### src/rtl/fbg_pkg.sv
package fbg_pkg;
    localparam int CD_W   = 16;
    localparam int FP_W   = 3;
    localparam int FIDI_W = 11;
    localparam int REG_W  = 32;
    localparam int FP_LSB = 16;

    typedef enum logic [1:0] {
        MODE_ASYNC = 2'b00,
        MODE_SYNC  = 2'b01,
        MODE_SPI   = 2'b10,
        MODE_CARD  = 2'b11
    } line_mode_e;

    typedef enum logic [1:0] {
        OS_OFF  = 2'b00,
        OS_HIGH = 2'b01,
        OS_LOW  = 2'b10
    } os_state_e;

    typedef enum logic {
        RT_IDLE  = 1'b0,
        RT_COUNT = 1'b1
    } rt_state_e;
endpackage

### src/rtl/fbg_cfg_reg.sv
module fbg_cfg_reg #(
    parameter int CD_W   = 16,
    parameter int FP_W   = 3,
    parameter int FP_LSB = 16,
    parameter int REG_W  = 32
) (
    input  logic             clk,
    input  logic             rst_n,
    input  logic             wr_en,
    input  logic             wr_prot,
    input  logic [REG_W-1:0] wr_data,
    output logic [CD_W-1:0]  cfg_cd,
    output logic [FP_W-1:0]  cfg_fp,
    output logic [REG_W-1:0] rd_data
);
    logic accept;

    assign accept = wr_en && !wr_prot;

    always_ff @(posedge clk or negedge rst_n) begin
        if (!rst_n) begin
            cfg_cd <= '0;
            cfg_fp <= '0;
        end else if (accept) begin
            cfg_cd <= wr_data[CD_W-1:0];
            cfg_fp <= wr_data[FP_LSB +: FP_W];
        end
    end

    always_comb begin
        rd_data = '0;
        rd_data[CD_W-1:0]       = cfg_cd;
        rd_data[FP_LSB +: FP_W] = cfg_fp;
    end

    // protected writes leave the register untouched
    a_r2_protect_hold: assert property (@(posedge clk) disable iff (!rst_n)
        (wr_en && wr_prot) |=> $stable(rd_data));
endmodule

### src/rtl/fbg_frac_div.sv
module fbg_frac_div
    import fbg_pkg::*;
#(
    parameter int CD_W = 16,
    parameter int FP_W = 3
) (
    input  logic            clk,
    input  logic            rst_n,
    input  logic [CD_W-1:0] cfg_cd,
    input  logic [FP_W-1:0] cfg_fp,
    output logic            os_tick,
    output logic            os_clk,
    output logic            running
);
    os_state_e       state, nxt_state;
    logic [CD_W-1:0] cnt, nxt_cnt;
    logic [CD_W-1:0] low_len, nxt_low_len;
    logic [FP_W-1:0] acc, nxt_acc;
    logic            first, nxt_first;

    logic [FP_W:0]   sum;
    logic            carry;
    logic [CD_W-1:0] half;
    logic [CD_W-1:0] hi_len;
    logic            period_end;

    // Load values for the next period, taken from the live register
    always_comb begin
        sum    = {1'b0, acc} + {1'b0, cfg_fp};
        carry  = sum[FP_W];
        half   = cfg_cd >> 1;
        hi_len = cfg_cd - half + CD_W'(carry);
    end

    // Next-state logic
    always_comb begin
        nxt_state   = state;
        nxt_cnt     = cnt;
        nxt_low_len = low_len;
        nxt_acc     = acc;
        nxt_first   = 1'b0;
        period_end  = 1'b0;
        unique case (state)
            OS_OFF: begin
                period_end = 1'b1;
            end
            OS_HIGH: begin
                if (cnt == '0) begin
                    if (low_len == '0) begin
                        period_end = 1'b1;
                    end else begin
                        nxt_state = OS_LOW;
                        nxt_cnt   = low_len - 1'b1;
                    end
                end else begin
                    nxt_cnt = cnt - 1'b1;
                end
            end
            OS_LOW: begin
                if (cnt == '0) begin
                    period_end = 1'b1;
                end else begin
                    nxt_cnt = cnt - 1'b1;
                end
            end
            default: begin
                nxt_state = OS_OFF;
            end
        endcase
        if (period_end) begin
            if (cfg_cd == '0) begin
                nxt_state   = OS_OFF;
                nxt_cnt     = '0;
                nxt_low_len = '0;
                nxt_acc     = '0;
            end else begin
                nxt_state   = OS_HIGH;
                nxt_cnt     = hi_len - 1'b1;
                nxt_low_len = half;
                nxt_acc     = sum[FP_W-1:0];
                nxt_first   = 1'b1;
            end
        end
    end

    // State register
    always_ff @(posedge clk or negedge rst_n) begin
        if (!rst_n) begin
            state   <= OS_OFF;
            cnt     <= '0;
            low_len <= '0;
            acc     <= '0;
            first   <= 1'b0;
        end else begin
            state   <= nxt_state;
            cnt     <= nxt_cnt;
            low_len <= nxt_low_len;
            acc     <= nxt_acc;
            first   <= nxt_first;
        end
    end

    // Outputs
    always_comb begin
        os_clk  = (state == OS_HIGH);
        os_tick = first;
        running = (state != OS_OFF);
    end

    a_r3_off_quiet: assert property (@(posedge clk) disable iff (!rst_n)
        (state == OS_OFF) |-> (!os_tick && !os_clk));
    a_r5_tick_in_high: assert property (@(posedge clk) disable iff (!rst_n)
        os_tick |-> os_clk);
    a_r5_rise_with_tick: assert property (@(posedge clk) disable iff (!rst_n)
        $rose(os_clk) |-> os_tick);
    a_r5_high_balanced: assert property (@(posedge clk) disable iff (!rst_n)
        (state == OS_HIGH) |-> ({1'b0, cnt} <= {1'b0, low_len} + 1'b1));
    a_r6_hold_mid_period: assert property (@(posedge clk) disable iff (!rst_n)
        (state == OS_HIGH && cnt != '0) |=> $stable(low_len));
endmodule

### src/rtl/fbg_rate_div.sv
module fbg_rate_div
    import fbg_pkg::*;
#(
    parameter int FIDI_W = 11
) (
    input  logic              clk,
    input  logic              rst_n,
    input  logic              running,
    input  logic              os_tick,
    input  line_mode_e        mode,
    input  logic              over_sel,
    input  logic [FIDI_W-1:0] fidi,
    output logic              bit_tick
);
    localparam logic [FIDI_W-1:0] OS16 = FIDI_W'(16);
    localparam logic [FIDI_W-1:0] OS8  = FIDI_W'(8);
    localparam logic [FIDI_W-1:0] OS1  = FIDI_W'(1);

    rt_state_e         state, nxt_state;
    logic [FIDI_W-1:0] rcnt, nxt_rcnt;
    logic [FIDI_W-1:0] target;
    logic              enable;
    logic              wrap;

    always_comb begin
        unique case (mode)
            MODE_ASYNC:          target = over_sel ? OS8 : OS16;
            MODE_SYNC, MODE_SPI: target = OS1;
            MODE_CARD:           target = fidi;
            default:             target = OS16;
        endcase
        enable = running && (target != '0);
    end

    // Next-state logic
    always_comb begin
        nxt_state = state;
        nxt_rcnt  = rcnt;
        wrap      = 1'b0;
        unique case (state)
            RT_IDLE: begin
                nxt_rcnt = '0;
                if (enable) begin
                    nxt_state = RT_COUNT;
                    if (os_tick) begin
                        if (target == OS1) wrap = 1'b1;
                        else nxt_rcnt = FIDI_W'(1);
                    end
                end
            end
            RT_COUNT: begin
                if (!enable) begin
                    nxt_state = RT_IDLE;
                    nxt_rcnt  = '0;
                end else if (os_tick) begin
                    if (rcnt >= target - 1'b1) begin
                        wrap     = 1'b1;
                        nxt_rcnt = '0;
                    end else begin
                        nxt_rcnt = rcnt + 1'b1;
                    end
                end
            end
            default: begin
                nxt_state = RT_IDLE;
            end
        endcase
    end

    // State register
    always_ff @(posedge clk or negedge rst_n) begin
        if (!rst_n) begin
            state <= RT_IDLE;
            rcnt  <= '0;
        end else begin
            state <= nxt_state;
            rcnt  <= nxt_rcnt;
        end
    end

    // Outputs
    always_comb begin
        bit_tick = wrap;
    end

    a_r7_bit_on_os: assert property (@(posedge clk) disable iff (!rst_n)
        bit_tick |-> os_tick);
    a_r8_sync_every: assert property (@(posedge clk) disable iff (!rst_n)
        ((mode == MODE_SYNC || mode == MODE_SPI) && os_tick) |-> bit_tick);
    a_r9_card_zero: assert property (@(posedge clk) disable iff (!rst_n)
        (mode == MODE_CARD && fidi == '0) |-> !bit_tick);
    a_r3_stopped_no_bit: assert property (@(posedge clk) disable iff (!rst_n)
        !running |-> !bit_tick);
endmodule

### src/rtl/frac_baud_gen.sv
module frac_baud_gen
    import fbg_pkg::*;
#(
    parameter int CD_W   = fbg_pkg::CD_W,
    parameter int FP_W   = fbg_pkg::FP_W,
    parameter int FIDI_W = fbg_pkg::FIDI_W,
    parameter int REG_W  = fbg_pkg::REG_W,
    parameter int FP_LSB = fbg_pkg::FP_LSB
) (
    input  logic              clk,
    input  logic              rst_n,
    input  logic              wr_en,
    input  logic              wr_prot,
    input  logic [REG_W-1:0]  wr_data,
    output logic [REG_W-1:0]  rd_data,
    input  logic [1:0]        line_mode,
    input  logic              over_sel,
    input  logic [FIDI_W-1:0] fidi_ratio,
    output logic              os_tick,
    output logic              os_clk,
    output logic              bit_tick
);
    logic [CD_W-1:0] cfg_cd;
    logic [FP_W-1:0] cfg_fp;
    logic            running;

    fbg_cfg_reg #(
        .CD_W(CD_W), .FP_W(FP_W), .FP_LSB(FP_LSB), .REG_W(REG_W)
    ) u_cfg (
        .clk(clk), .rst_n(rst_n), .wr_en(wr_en), .wr_prot(wr_prot),
        .wr_data(wr_data), .cfg_cd(cfg_cd), .cfg_fp(cfg_fp), .rd_data(rd_data)
    );

    fbg_frac_div #(
        .CD_W(CD_W), .FP_W(FP_W)
    ) u_frac (
        .clk(clk), .rst_n(rst_n), .cfg_cd(cfg_cd), .cfg_fp(cfg_fp),
        .os_tick(os_tick), .os_clk(os_clk), .running(running)
    );

    fbg_rate_div #(
        .FIDI_W(FIDI_W)
    ) u_rate (
        .clk(clk), .rst_n(rst_n), .running(running), .os_tick(os_tick),
        .mode(line_mode_e'(line_mode)), .over_sel(over_sel), .fidi(fidi_ratio),
        .bit_tick(bit_tick)
    );
endmodule

### config.mk
export PLATFORM = sky130hd
export DESIGN_NAME = frac_baud_gen
export DESIGN_NICKNAME = d
export VERILOG_FILES = /design/src/rtl/fbg_pkg.sv /design/src/rtl/fbg_cfg_reg.sv /design/src/rtl/fbg_frac_div.sv /design/src/rtl/fbg_rate_div.sv /design/src/rtl/frac_baud_gen.sv
export SDC_FILE = /design/constraint.sdc
export NUM_CORES = 1
export LEC_CHECK = 0
export BUFFER_PORTS_ARGS = -buffer_cell sky130_fd_sc_hd__buf_4
export CAP_MARGIN = 20
export CORE_MARGIN = 2
export CORE_UTILIZATION = 55
export CTS_CLUSTER_DIAMETER = 120
export DETAILED_ROUTE_END_ITERATION = 7
export PLACE_DENSITY = 0.78
export SKIP_LAST_GASP = 1
export SYNTH_ARGS = -nofsm -noshare
export SYNTH_HDL_FRONTEND = slang
export SYNTH_SLANG_ARGS = --single-unit
### constraint.sdc
create_clock -name clk -period 4.9 [get_ports clk]
set_input_delay 0.245 -clock clk [delete_from_list [all_inputs] [get_ports clk]]
set_output_delay 0.245 -clock clk [all_outputs]
set_load 0.005 [all_outputs]
==> flow_summary.toml, run 1 <==
[synthesis]
synthTopCellsByArea = "dfrtp_1 (33%), ha_1 (10%), o21ai_0 (5.5%)"
synth_top_area_share_pct = 33.2
dominantRegCellSynth = "dfrtp_1"
syn_area_per_cell_um2 = 8.45
synth_edf_count = 0
yosysTopAreaCell = "dfrtp_1"
yosysUniqueCellTypes = 63
ys_ff_latch = 68
syn_area_um2 = 5130
yosysMostFrequentCell = "dfrtp_1"
yosys-top-cells-count = "dfrtp_1 (68), nand2_1 (67), o21ai_0 (56)"
netlist_instances = 607
synth_warnings = 0
synth_async_sr_flop_share_pct = 100
synth_seq_area_share_pct = 33.2

[routing]
vias_per_cell = 5.75
drc = 0
ant_nets = 0
num_vias = 4439
drt_iter0_markers = 225
wl_per_cell_um = 15.2
wirelength_um = 11700
dr.pass1.iters = 5

[sta]
slew_violations = 0
worstMarginPinSlew_ns = 0.966
fin_tns_setup_ns = 0
finalSetupViolCount = 0
maxSlewHeadroom_pct = 35.6
holdWs_ns = -0.00143
finalHoldViolCount = 1
period_minus_slack_ns = 3.77
fin_ws_ns = 1.13
fin_crit_sh_pct = 76.9
clock_skew_ns = 0.00677
fmax_mhz = 265
rsz0062_at_grt = "no"

[global_route]
grt_start_max_net_pins = 69
antenna_found_initial = 0
grt_pass1_wl_um = 19600
grt_pass1_vias = 4104
grt_overflow = 0
grt_usage_pct = 24.1

[place]
placedCellCount = 755
hpwl_um = 8520
gp_congestion = 0.901
pre_cts_ws_ns = 0.842
port_buffers = 58

[power]
p_leak_nw = 2.69
irDropWorstVdd_mv = 0.230
p_per_area_nw_per_um2 = 341
p_total_mw = 1.99

[final_layout]
area_growth_pct = 13.7
drive_gt1_share_pct = 14.7
fin_nets = 752
finalNonFillerCells = 772
num_antenna_cells = 0

[floorplanning]
top_level_ports = 85
die_area_um2 = 10100
core_area_um2 = 9150
die_y_um = 101
rows = 35
initial_utilization_pct = 56.0
die_width_um = 101

[clock_tree]
clock_latency_ns = 0.35
cts_buffers = 9
cts_resized = 0
clk_path_buf_depth = 2
cts_tree = "built"
cts_root_buffer = "clkbuf_8"
cts_hold_buf = 0
cts_setup_buffers = 0
cts.sinks = 68
htreeDepth = 3
clkTransAtPathRegs_ns = 0.07

[min_path]
min_path_type = "input port to asynchronous set/reset pin"

[critical_path]
cp-end-kind = "primary output"
cp_max_fo = 16
critPathKind = "input port to primary output"
crit_arrival_ns = 3.52
cp-start-kind = "input port"
cp_data_required_time_ns = 4.66

[run_status]
failed_checks = "negative hold slack"
outcome = "finished with violations"

[flow_run]
drv_cap = 0
registers in the layout, summed over array words and instances (netlist names):
| register | count |
|---|---|
| u_frac.acc | 3 |
| u_rate.state | 1 |
| u_frac.cnt | 16 |
| u_cfg.cfg_fp | 3 |
| u_frac.os_tick | 1 |
| u_frac.low_len | 15 |
| u_cfg.cfg_cd | 16 |
| u_frac.state | 2 |
| u_rate.rcnt | 11 |
power by group:
part / internal (mW) / switching, mW
Sequential: 0.647 / 0.123
Combinational: 0.305 / 0.351
Clock: 0.339 / 0.225
Total: 1.29 / 0.699
layer usage:
metal  track usage, %  routed length, µm
met1             34.7               5560
met5                0                  0
met4             9.17                206
met3             2.64                534
met2             37.5               5430
kinds of logic after synthesis:
family                   Yosys count  synth area share [%]
AND/OR/NAND/NOR                  202                  20.3
AO/OA/AOI/OAI                    170                  19.9
buffers and inverters             73                  6.61
flip-flops                        68                  33.2
adder cells (fa/ha/maj)           47                  11.9
XOR/XNOR                          42                  7.17
multiplexers                       4                 0.854
other                              1                0.0731
layout make-up:
| type | instances | area [µm²] |
|---|---|---|
| fillers | 743 | 3320 |
| multi-input cells | 478 | 3140 |
| flip-flops and latches | 68 | 1700 |
| repair buffers | 60 | 470 |
| inverters | 39 | 146 |
| well taps | 111 | 139 |
| clock buffers | 10 | 128 |
| clock inverters | 6 | 113 |
final timing paths:
kind                                                    start                            to  slack [ns]  cells after the start
worst max-delay path                             line_mode[0]                      bit_tick        1.13                     16
worst min-delay path                                    rst_n   u_cfg.cfg_cd[0]$_DFFE_PN0P_      -0.001                      1
worst max register to register  u_frac.low_len[0]$_DFFE_PN0P_     u_frac.cnt[1]$_DFFE_PN0P_        1.21                     11
worst min register to register      u_frac.acc[2]$_DFFE_PN0P_     u_frac.acc[2]$_DFFE_PN0P_        0.50                      2
max in group asynchronous                               rst_n     u_frac.cnt[8]$_DFFE_PN0P_        4.33                      1
min in group clk                                  wr_data[11]  u_cfg.cfg_cd[11]$_DFFE_PN0P_        0.09                      3
cells in the final DEF, fill, tap and decap left out, drive strengths merged, types with 13 or more instances in the layout:
master / netlist / layout
xor2: 20 / 20
dfrtp: 68 / 68
a21oi: 50 / 50
xnor2: 22 / 22
o21ai: 57 / 57
buf: 19 / 60
ha: 43 / 43
nor2: 48 / 48
nand2: 67 / 67
inv: 39 / 39
conb: 1 / 13
nand3: 14 / 14
worst max-delay path: stages:
cell and delay [ns]:
buf_4 0.09, ha_1 0.44, a21oi_1 0.11, or2_2 0.34
ha_1 0.25, o211ai_1 0.15, nor2_1 0.15, and2_1 0.19
a31oi_1 0.17, ha_1 0.17, inv_1 0.05, nand3_1 0.09
a221oi_1 0.06, a32oi_1 0.61, and4_1 0.30, buf_4 0.11
through the flow:
step	instance area, µm²	util [%]	hold WS (ns)
after detailed placement	5570	60.8	0.413
final	5830	63.7	-0.00143
after global placement	5570	60.8	0.410
after CTS	5810	63.4	0.0306
after global routing	5830	63.7	0.0748
after floorplan	5170	-	-0.0506
Power figures use the tool's default switching activity.
==> run 2: changes to the inputs <==
--- a/config.mk
+++ b/config.mk
@@ -8,10 +8,10 @@
 export BUFFER_PORTS_ARGS = -buffer_cell sky130_fd_sc_hd__buf_4
 export CAP_MARGIN = 20
 export CORE_MARGIN = 2
-export CORE_UTILIZATION = 55
+export CORE_UTILIZATION = 52
 export CTS_CLUSTER_DIAMETER = 120
 export DETAILED_ROUTE_END_ITERATION = 7
-export PLACE_DENSITY = 0.78
+export PLACE_DENSITY = 0.77
 export SKIP_LAST_GASP = 1
 export SYNTH_ARGS = -nofsm -noshare
 export SYNTH_HDL_FRONTEND = slang
==> constraint.sdc (replaced) <==
create_clock -name clk -period 3.4 [get_ports clk]
set_input_delay 0.17 -clock clk [delete_from_list [all_inputs] [get_ports clk]]
set_output_delay 0.17 -clock clk [all_outputs]
set_load 0.005 [all_outputs]
==> run 2 against run 1 <==
  * Combinational power increased by 46%
  * Cell area increased by 1.1%
  * Final cell count increased by 4.3%
  * Sequential power increased by 44%
  * Sequential share of layout area decreased by 0.32 points
  * Clock skew increased by 0.0021 ns
  * Global-route usage decreased by 1.2 points
  * Critical endpoint is now u_frac.cnt[13]$_DFFE_PN0P_
  * The run now ends clean
  * Critical path type is now register to register
  * Via count increased by 1.1%
  * Register-to-register slack got worse by 1.1 ns
  * Hold slack improved by 0.026 ns
==> flow_summary.toml, run 2 (synthesis gave the netlist of run 1 again) <==
[final_layout]
fin_nets = 764
drive_gt1_share_pct = 16.4
mostFrequentLayoutCells = "buf_4 (70), dfrtp_1 (68), nand2_1 (67), o21ai_0 (54), a21oi_1 (49)"
layout_commonest_cell = "buf_4"
reg_top3 = "u_cfg.cfg_cd: 16 flops, u_frac.cnt: 16 flops, u_frac.low_len: 15 flops"
area_growth_pct = 15.0
num_antenna_cells = 0

[power]
p_sw_mw = 0.991
p_leak_nw = 2.72
p_total_mw = 2.73
internal_power_mw = 1.74
power.share.combinational_pct = 35.1
clkPwrFrac_pct = 24.1
irDropWorstVdd_mv = 0.253
p_per_area_nw_per_um2 = 463
switching_share_pct = 36.3
pwr-share-seq_pct = 40.8

[critical_path]
worst-r2r-setup-slack_ns = 0.08
rr_worst_depth = 12
crit_arrival_ns = 3.55
cp-end-kind = "register"
cp_max_fo = 3
cp_data_required_time_ns = 3.63
critPathKind = "register to register"
r2r_end = "u_frac.cnt[13]$_DFFE_PN0P_"
cp-start-kind = "register"
cp-startpoint = "u_frac.acc[1]$_DFFE_PN0P_"
worstReg2RegStart = "u_frac.acc[1]$_DFFE_PN0P_"

[global_route]
grt_usage_pct = 22.9
grt_start_max_net_pins = 69
grt_overflow = 0
grt_pass1_wl_um = 19200
antenna_found_initial = 0
grt_pass1_vias = 4219

[run_status]
outcome = "complete, no violations"

[routing]
wl_per_cell_um = 14.6
vias_per_cell = 5.57
ant_nets = 0
dr.pass1.iters = 7
drt_iter0_markers = 283
num_vias = 4486
drc = 0
wirelength_um = 11700

[sta]
fmax_mhz = 301
clock_skew_ns = 0.00889
slew_violations = 0
finalHoldViolCount = 0
holdWs_ns = 0.0244
period_minus_slack_ns = 3.32
maxSlewHeadroom_pct = 39.8
finalSetupViolCount = 0
worstMarginPinSlew_ns = 0.901
fin_crit_sh_pct = 97.7

[clock_tree]
cts_tree = "built"
clk_path_buf_depth = 2
htreeDepth = 3
cts.sinks = 68
cts_buffers = 9
cts_root_buffer = "clkbuf_8"
clkTransAtPathRegs_ns = 0.07
clock_latency_ns = 0.35

[floorplanning]
rows = 36
core_area_um2 = 9680
initial_utilization_pct = 53.0
die_y_um = 103
die_width_um = 103
die_area_um2 = 10700
top_level_ports = 85

[place]
port_buffers = 58
gp_congestion = 0.869
hpwl_um = 8810

[min_path]
hold_end = "u_cfg.cfg_cd[9]$_DFFE_PN0P_"
min_path_type = "input port to register"
worstHoldStart = "wr_data[9]"
hold_path_depth = 3

[flow_run]
drv_cap = 0
[run 2: changes by cell type in the layout (fill, tap and decap cells not counted), sizes merged]
cell         delta
buf            +11
bufinv          -2
clkinvlp        +1
dlygate4sd3     +1
[run 2: timing repair]
| item | 4_1_cts | 5_1_grt |
|---|---|---|
| gates resized for setup | 0 | 4 |
| buffers inserted | 0 | 1 |
| endpoints found under the hold margin | 68 | 0 |
| setup endpoints to repair | 0 | 4 |
| hold buffers | 1 | 0 |
[run 2: how the worst max path moves through the flow]
| stage | to | slack [ns] | depth (start not counted) |
|---|---|---|---|
| floorplan | u_frac.cnt[13]$_DFFE_PN0P_ | 0.30 | 12 |
| global placement | u_rate.rcnt[8]$_DFFE_PN0P_ | 0.08 | 16 |
| detailed placement | u_rate.rcnt[3]$_DFFE_PN0P_ | -0.04 | 16 |
| CTS | u_frac.cnt[13]$_DFFE_PN0P_ | 0.05 | 12 |
| global route | u_frac.cnt[13]$_DFFE_PN0P_ | -0.008 | 12 |
| finish | u_frac.cnt[13]$_DFFE_PN0P_ | 0.08 | 12 |
[run 2: worst max-delay path: stages (launching register included)]
cell	delay (ns)
dfrtp_1	0.42
ha_1	0.29
a21o_1	0.16
a21o_1	0.18
fa_2	0.36
a21oi_2	0.14
o21ba_2	0.17
o211ai_1	0.16
a221o_1	0.40
or2_2	0.30
o22ai_1	0.19
xnor2_1	0.14
a221o_1	0.30
[run 2: per-stage QoR]
stage	setup WS [ns]	util, %	std cells	instance area (µm²)	setup TNS [ns]
floorplan	0.300	-	619	5170	0
global placement	0.0820	58.5	787	5670	0
detailed placement	-0.0381	58.5	787	5670	-0.117
CTS	0.0484	60.6	803	5870	0
global route	-0.00847	60.9	805	5900	-0.00847
finish	0.0782	60.9	805	5900	0
[run 2: cell type report]
class	count	area, µm²
inverter	39	146
timing repair buffer	72	551
tap	133	166
clock buffer	10	138
multi-input combinational	478	3140
clock inverter	5	52.6
sequential	68	1700
fill	836	3790
[run 2: power groups by stage]
stage / Clock, mW / Combinational (mW) / Sequential (mW)
2_1_floorplan: 0 / 0.671 / 1.09
3_3_place_gp: 0 / 0.899 / 1.11
3_5_place_dp: 0 / 0.932 / 1.12
4_1_cts: 0.672 / 0.939 / 1.11
5_1_grt: 0.707 / 1.07 / 1.13
6_report: 0.658 / 0.958 / 1.11
[run 2: routing by layer]
layer | global-route usage, % | vias to the layer above | share of wire (%)
met4 | 10.5 | 0 | 3.1
met1 | 28.9 | 2066 | 45
met3 | 3.36 | 32 | 5.0
met5 | 0 | - | 0
li1 | - | 2232 | -
met2 | 38.8 | 156 | 47
